$ cat src/rtl/vcap_pkg.sv
package vcap_pkg;
  typedef enum logic [1:0] {ST_IDLE, ST_ARMED, ST_CAP, ST_DROP} cap_state_e;

  localparam logic [1:0] REG_CTRL = 2'd0;
  localparam logic [1:0] REG_BASE = 2'd1;
  localparam logic [1:0] REG_SIZE = 2'd2;
  localparam logic [1:0] REG_CLR  = 2'd3;

  localparam int ACT_BIT  = 27;
  localparam int DEC_BIT  = 0;
  localparam int MASK_LSB = 4;
  localparam int NFLAG    = 4;

  localparam int FLG_VS  = 0;
  localparam int FLG_FS  = 1;
  localparam int FLG_EOT = 2;
  localparam int FLG_ERR = 3;

  // address of the idx-th word of a field
  function automatic logic [31:0] word_addr(input logic [31:0] base, input logic [31:0] idx);
    return base + idx;
  endfunction

  // true when idx is the final word index of a field of len words
  function automatic logic is_last(input logic [31:0] idx, input logic [31:0] len);
    return (idx + 32'd1) == len;
  endfunction
endpackage

$ cat src/rtl/vcap_fifo.sv
module vcap_fifo #(
  parameter int W     = 16,
  parameter int DEPTH = 4
) (
  input  logic         clk,
  input  logic         rst_n,
  input  logic         push,
  input  logic [W-1:0] din,
  input  logic         pop,
  output logic [W-1:0] dout,
  output logic         empty,
  output logic         full
);
  localparam int PW = $clog2(DEPTH);

  logic [W-1:0] slot_q [DEPTH];
  logic [PW-1:0] wp_q, rp_q;
  logic [PW:0]   cnt_q;

  assign empty = (cnt_q == '0);
  assign full  = (cnt_q == (PW+1)'(DEPTH));
  assign dout  = slot_q[rp_q];

  always_ff @(posedge clk) begin
    if (push) slot_q[wp_q] <= din;
  end

  always_ff @(posedge clk or negedge rst_n) begin
    if (!rst_n) begin
      wp_q  <= '0;
      rp_q  <= '0;
      cnt_q <= '0;
    end else begin
      if (push) wp_q <= wp_q + 1'b1;
      if (pop)  rp_q <= rp_q + 1'b1;
      case ({push, pop})
        2'b10:   cnt_q <= cnt_q + 1'b1;
        2'b01:   cnt_q <= cnt_q - 1'b1;
        default: cnt_q <= cnt_q;
      endcase
    end
  end
endmodule

$ cat src/rtl/vcap_irq.sv
module vcap_irq #(
  parameter int N = 4
) (
  input  logic         clk,
  input  logic         rst_n,
  input  logic [N-1:0] set_vec,
  input  logic [N-1:0] clr_vec,
  input  logic [N-1:0] mask,
  output logic [N-1:0] flags,
  output logic         irq
);
  always_ff @(posedge clk or negedge rst_n) begin
    if (!rst_n) flags <= '0;
    else        flags <= (flags & ~clr_vec) | set_vec;
  end

  assign irq = |(flags & mask);
endmodule

$ cat src/rtl/vcap_seq.sv
module vcap_seq
  import vcap_pkg::*;
#(
  parameter int ADDR_W = 32,
  parameter int CNT_W  = 16
) (
  input  logic              clk,
  input  logic              rst_n,
  input  logic              act_req,
  input  logic              decimate,
  input  logic [ADDR_W-1:0] base_in,
  input  logic [CNT_W-1:0]  size_in,
  input  logic              vid_active,
  input  logic              pix_valid,
  input  logic              fifo_full,
  input  logic              fifo_empty,
  input  logic              mem_ready,
  output logic              busy,
  output logic              start_err,
  output logic              field_start,
  output logic              eot,
  output logic              dropping,
  output logic              push,
  output logic              pop,
  output logic              mem_wr,
  output logic [ADDR_W-1:0] mem_addr
);
  cap_state_e        st_q;
  logic              act_prev_q, keep_q;
  logic [ADDR_W-1:0] cur_base_q;
  logic [CNT_W-1:0]  cur_size_q, in_cnt_q, out_cnt_q;
  logic              accept, cap_go, drop_go, in_cap, in_drop;

  assign field_start = vid_active & ~act_prev_q;
  assign accept      = act_req & (st_q == ST_IDLE) & ~vid_active;
  assign start_err   = act_req & vid_active;
  assign cap_go      = (st_q == ST_ARMED) & field_start & keep_q;
  assign drop_go     = (st_q == ST_ARMED) & field_start & ~keep_q;
  assign in_cap      = (st_q == ST_CAP) | cap_go;
  assign in_drop     = (st_q == ST_DROP) | drop_go;

  assign push     = vid_active & pix_valid & ~fifo_full &
                    ((in_cap & (in_cnt_q < cur_size_q)) | in_drop);
  assign mem_wr   = (st_q == ST_CAP) & ~fifo_empty;
  assign pop      = ~fifo_empty & (((st_q == ST_CAP) & mem_ready) | (st_q == ST_DROP));
  assign eot      = (st_q == ST_CAP) & pop & is_last(32'(out_cnt_q), 32'(cur_size_q));
  assign dropping = (st_q == ST_DROP);
  assign busy     = (st_q != ST_IDLE);
  assign mem_addr = ADDR_W'(word_addr(32'(cur_base_q), 32'(out_cnt_q)));

  always_ff @(posedge clk or negedge rst_n) begin
    if (!rst_n) begin
      st_q       <= ST_IDLE;
      act_prev_q <= 1'b0;
      keep_q     <= 1'b1;
      cur_base_q <= '0;
      cur_size_q <= '0;
      in_cnt_q   <= '0;
      out_cnt_q  <= '0;
    end else begin
      act_prev_q <= vid_active;
      if (field_start)   keep_q <= decimate ? ~keep_q : 1'b1;
      else if (!decimate) keep_q <= 1'b1;

      if (push && in_cap)                 in_cnt_q  <= in_cnt_q + 1'b1;
      if (pop && (st_q == ST_CAP))        out_cnt_q <= out_cnt_q + 1'b1;

      unique case (st_q)
        ST_IDLE: if (accept) begin
          st_q       <= ST_ARMED;
          cur_base_q <= base_in;
          cur_size_q <= size_in;
          in_cnt_q   <= '0;
          out_cnt_q  <= '0;
        end
        ST_ARMED: begin
          if (cap_go)       st_q <= ST_CAP;
          else if (drop_go) st_q <= ST_DROP;
        end
        ST_CAP:  if (eot) st_q <= ST_IDLE;
        ST_DROP: if (!vid_active && fifo_empty) st_q <= ST_ARMED;
        default: st_q <= ST_IDLE;
      endcase
    end
  end
endmodule

$ cat src/rtl/vcap_gate.sv
module vcap_gate
  import vcap_pkg::*;
#(
  parameter int ADDR_W     = 32,
  parameter int DATA_W     = 16,
  parameter int CNT_W      = 16,
  parameter int FIFO_DEPTH = 4
) (
  input  logic              clk,
  input  logic              rst_n,
  input  logic              cfg_wr,
  input  logic [1:0]        cfg_addr,
  input  logic [31:0]       cfg_wdata,
  input  logic              vid_vsync,
  input  logic              vid_active,
  input  logic              pix_valid,
  input  logic [DATA_W-1:0] pix_data,
  input  logic              mem_ready,
  output logic              mem_wr,
  output logic [ADDR_W-1:0] mem_addr,
  output logic [DATA_W-1:0] mem_data,
  output logic              cap_busy,
  output logic [NFLAG-1:0]  irq_flags,
  output logic              irq
);
  logic              dec_q, vs_prev_q;
  logic [NFLAG-1:0]  mask_q;
  logic [ADDR_W-1:0] base_q;
  logic [CNT_W-1:0]  size_q;

  // named internal events, visible to the bound checker
  logic act_req, start_err, field_start, eot, dropping;
  logic fifo_push, fifo_pop, fifo_full, fifo_empty, vs_event;
  logic [NFLAG-1:0] set_vec, clr_vec;

  assign act_req  = cfg_wr & (cfg_addr == REG_CTRL) & cfg_wdata[ACT_BIT];
  assign clr_vec  = (cfg_wr && cfg_addr == REG_CLR) ? cfg_wdata[NFLAG-1:0] : '0;
  assign vs_event = vid_vsync & ~vs_prev_q;

  always_comb begin
    set_vec          = '0;
    set_vec[FLG_VS]  = vs_event;
    set_vec[FLG_FS]  = field_start;
    set_vec[FLG_EOT] = eot;
    set_vec[FLG_ERR] = start_err;
  end

  always_ff @(posedge clk or negedge rst_n) begin
    if (!rst_n) begin
      dec_q     <= 1'b0;
      mask_q    <= '0;
      base_q    <= '0;
      size_q    <= '0;
      vs_prev_q <= 1'b0;
    end else begin
      vs_prev_q <= vid_vsync;
      if (cfg_wr) begin
        unique case (cfg_addr)
          REG_CTRL: begin
            dec_q  <= cfg_wdata[DEC_BIT];
            mask_q <= cfg_wdata[MASK_LSB +: NFLAG];
          end
          REG_BASE: base_q <= cfg_wdata[ADDR_W-1:0];
          REG_SIZE: size_q <= cfg_wdata[CNT_W-1:0];
          default:  ;
        endcase
      end
    end
  end

  vcap_seq #(.ADDR_W(ADDR_W), .CNT_W(CNT_W)) u_seq (
    .clk(clk), .rst_n(rst_n), .act_req(act_req), .decimate(dec_q),
    .base_in(base_q), .size_in(size_q), .vid_active(vid_active),
    .pix_valid(pix_valid), .fifo_full(fifo_full), .fifo_empty(fifo_empty),
    .mem_ready(mem_ready), .busy(cap_busy), .start_err(start_err),
    .field_start(field_start), .eot(eot), .dropping(dropping),
    .push(fifo_push), .pop(fifo_pop), .mem_wr(mem_wr), .mem_addr(mem_addr)
  );

  vcap_fifo #(.W(DATA_W), .DEPTH(FIFO_DEPTH)) u_fifo (
    .clk(clk), .rst_n(rst_n), .push(fifo_push), .din(pix_data),
    .pop(fifo_pop), .dout(mem_data), .empty(fifo_empty), .full(fifo_full)
  );

  vcap_irq #(.N(NFLAG)) u_irq (
    .clk(clk), .rst_n(rst_n), .set_vec(set_vec), .clr_vec(clr_vec),
    .mask(mask_q), .flags(irq_flags), .irq(irq)
  );
endmodule

$ cat config.mk
export PLATFORM = sky130hd
export DESIGN_NAME = vcap_gate
export DESIGN_NICKNAME = d
export VERILOG_FILES = /design/src/rtl/vcap_pkg.sv /design/src/rtl/vcap_fifo.sv /design/src/rtl/vcap_irq.sv /design/src/rtl/vcap_seq.sv /design/src/rtl/vcap_gate.sv
export SDC_FILE = /design/constraint.sdc
export NUM_CORES = 1
export LEC_CHECK = 0
export BUFFER_PORTS_ARGS = -buffer_cell sky130_fd_sc_hd__buf_2
export CORE_MARGIN = 4
export CORE_UTILIZATION = 45
export CTS_CLUSTER_DIAMETER = 200
export DETAILED_ROUTE_END_ITERATION = 10
export GPL_TIMING_DRIVEN = 0
export PLACE_DENSITY_LB_ADDON = 0.3
export SYNTH_ARGS = -nofsm -noshare
export SYNTH_HDL_FRONTEND = slang
export SYNTH_HIERARCHICAL = 1
export SYNTH_SLANG_ARGS = --single-unit
$ cat constraint.sdc
create_clock -name clk -period 7.8 [get_ports clk]
set_input_delay 0 -clock clk [delete_from_list [all_inputs] [get_ports clk]]
set_output_delay 0 -clock clk [all_outputs]
set_load 0.05 [all_outputs]
==> results by group <==
Synth
  – Syn Area/Cell: 11.28 um2
  – Synth Cell Area: 0.01103 mm2
  – Syn nets: 1075
  – Syn Inst Count: 978
  – Warnings from Yosys: 6

STA
  – Fin crit share: 0.4679
  – Final Hold Fails: 1
  – Setup TNS: 0 ns
  – Final critical-path required period: 3.650 ns
  – Slew of the pin with the lowest slew margin: 0.9265 ns
  – Worst hold slack: -0.0005019 ns
  – Slew margin rel.: 0.3776
  – Layout Skew: 0.01819 ns
  – Final WS setup: 4.150 ns
  – Unrepaired setup endpoints after global routing: no
  – Finish-stage setup viols: 0
  – Final Max Slew Viols: 0
  – Fmax: 274.0 MHz

Detailed routing
  – Antenna Nets Post-Route: 0
  – Drt pass-1 iters: 5
  – Initial DRC count: 668
  – Final wirelength: 25.74 mm
  – Total number of vias: 8204
  – Drt drc: 0
  – Vias per cell: 5.422
  – Average wire per standard cell: 17.01 um

Clock network
  – Clock root cell: clkbuf_16
  – CTS sink cnt: 213
  – CTS resizes: 0
  – CTS tree: built
  – Clk buf depth: 3
  – TritonCTS Buffers: 24
  – Clock Latency Late Sink: 0.52 ns
  – CTS H-Tree Depth: 1
  – Clk slew on worst S/H paths: 0.06 ns

Floorplanning
  – Core area: 0.02425 mm2
  – I/O pin cnt: 112
  – Die width: 164.6 um
  – Initial Util: 0.4549
  – Die Span Y: 164.6 um
  – Row count: 57
  – DIE AREA: 0.02708 mm2

Setup path
  – Data arrival time of the worst path: 3.65 ns
  – R2r setup slk: 4.36 ns
  – WP data required: 7.80 ns
  – Reg2reg end: u_fifo/slot_q[2][7]$_DFFE_PP_
  – Family with the most delay on the worst path: compound AO/OA/AOI/OAI gates
  – Crit-path max FO: 10
  – Critical path capture point type: output pin
  – Max incr delay on CP: 0.48 ns
  – Crit path kind: flop to output pin
  – Top cell by count, worst path: buf_2
  – CP bufs+invs: 3
  – CP Depth: 10
  – Reg2Reg Depth: 9
  – Setup crit start kind: flop
  – Worst R2R Start: u_seq/cur_size_q[15]$_DFFE_PN0P_
  – CP cell instances: ha_1 > clkbuf_1 > a21oi_1 > o221ai_1 > or3_1 > o21ai_1 > buf_2 > nand3_1 > o211ai_1 > buf_2
  – Slowest-stage cell, CP: o21ai_1

Layout
  – Fin nets: 1269
  – Cell Count, Final, Fillers Out: 1513
  – Util after Layout: 0.5505
  – Ant diodes: 0
  – Share of cells above drive strength 1: 0.1976
  – Syn-to-layout area delta: 21.02%

GRT
  – Pin count of the biggest net entering global routing: 94
  – First-pass GRT wire length: 41.92 mm
  – Initial antenna violation count: 0
  – Grt ovf: 0
  – Vias in the first global route: 7929
  – Gr usage total: 0.1913

Place
  – Post-DP HPWL: 17.97 mm
  – Input/output buffers: 111
  – Post-place setup slack: 4.378 ns
  – Placed Cells: 1414
  – Final GP Congestion: 0.8822

Power
  – Pwr Density: 281.8 mW/mm2
  – Peak VDD IR: 0.2300 mV
  – P_leak: 5.995 nW

Flow run
  – Max_cap viols: 0

Min path
  – Hold WC Path Type: input pin to async pin

Status
  – Status: complete, but fails checks
  – Failing checks: hold timing
[worst register-to-register path, delay by kind of cell, from the launching register on]
kind	cells	cell delay (ns)
flip-flops	1	0.42
AND/OR/NAND/NOR	1	0.74
adder cells (fa/ha/maj)	1	0.31
AO/OA/AOI/OAI	6	1.49
buffers and inverters	1	0.09
[sequential cells by signal (all words and copies together) (netlist names)]
register          cells
base_q               32
u_fifo/rp_q           2
u_seq/act_prev_q      1
size_q               16
u_fifo/cnt_q          3
u_seq/keep_q          1
u_fifo/slot_q        64
u_seq/out_cnt_q      16
u_fifo/wp_q           2
vs_prev_q             1
u_seq/in_cnt_q       16
u_seq/st_q            2
u_irq/flags           4
u_seq/cur_size_q     16
u_seq/cur_base_q     32
dec_q                 1
mask_q                4
[metrics by stage]
step                      total power [mW]  instance area [um2]
after floorplan                      2.386                11030
after global placement               2.652                11990
after detailed placement             2.676                12020
after CTS                            3.799                13350
after global routing                 3.963                13350
final                                3.762                13350
[worst max-delay path by stage]
stage | startpoint | endpoint | slack [ns]
final | u_seq/out_cnt_q[8]$_DFF_PN0_ | mem_addr[31] | 4.15
after floorplan | u_seq/cur_size_q[7]$_DFFE_PN0P_ | u_fifo/cnt_q[2]$_DFFE_PN0P_ | 4.83
after global placement | u_seq/cur_size_q[15]$_DFFE_PN0P_ | u_fifo/slot_q[3][1]$_DFFE_PP_ | 4.41
after detailed placement | u_seq/cur_size_q[15]$_DFFE_PN0P_ | u_fifo/slot_q[2][4]$_DFFE_PP_ | 4.38
after global routing | u_seq/out_cnt_q[8]$_DFF_PN0_ | mem_addr[29] | 3.94
after CTS | u_seq/out_cnt_q[8]$_DFF_PN0_ | mem_addr[15] | 4.14
[layout make-up]
cell class	instances	area (um2)
sequential	213	5652
clock buffer	36	685.7
buffer	41	232.7
tap	324	405.4
inverter	45	168.9
fill	2065	10900
clock inverter	7	77.57
multi-input combinational	679	4976
timing repair buffer	168	1150
[where the power goes]
group	switching (mW)	internal, mW	total, mW
clock	0.445	0.641	1.09
combinational	0.788	0.441	1.23
sequential	0.137	1.31	1.45
[cells in the final DEF, fill, tap and decap left out, types with 7 or more instances in the layout]
cell and n:
nand2_1 165, dfrtp_1 148, buf_2 118, edfxtp_1 64
dlygate4sd3_1 56, nor2_1 49, inv_1 45, mux2_4 40
ha_1 38, a21oi_1 37, xnor2_1 36, clkbuf_1 34
o21ai_0 32, nand3_1 32, clkbuf_16 24, xor2_1 23
and3_1 17, and2_1 15, nor3_1 15, mux2_2 13
or4_1 12, o2111ai_1 11, o211ai_1 10, nand4_1 9
nor4_1 9, mux4_2 8, mux4_1 8, a21o_1 8
or3_1 8, o21a_1 8, o31ai_1 7
[layer usage]
metal,share of wire,wire length [um],global-route usage
met1,0.47,12000,0.2796
met2,0.46,11860,0.3041
met3,0.060,1543,0.03294
met4,0.013,326,0.03667
met5,0,0,0
[repair_timing]
| action | in CTS | in global routing |
|---|---|---|
| setup buffers | 0 | 0 |
| hold buffers | 56 | 0 |
| hold endpoints to repair | 223 | 0 |
| endpoints found under the setup margin | 0 | 0 |
No activity file was read; power rests on OpenSTA's default activity.
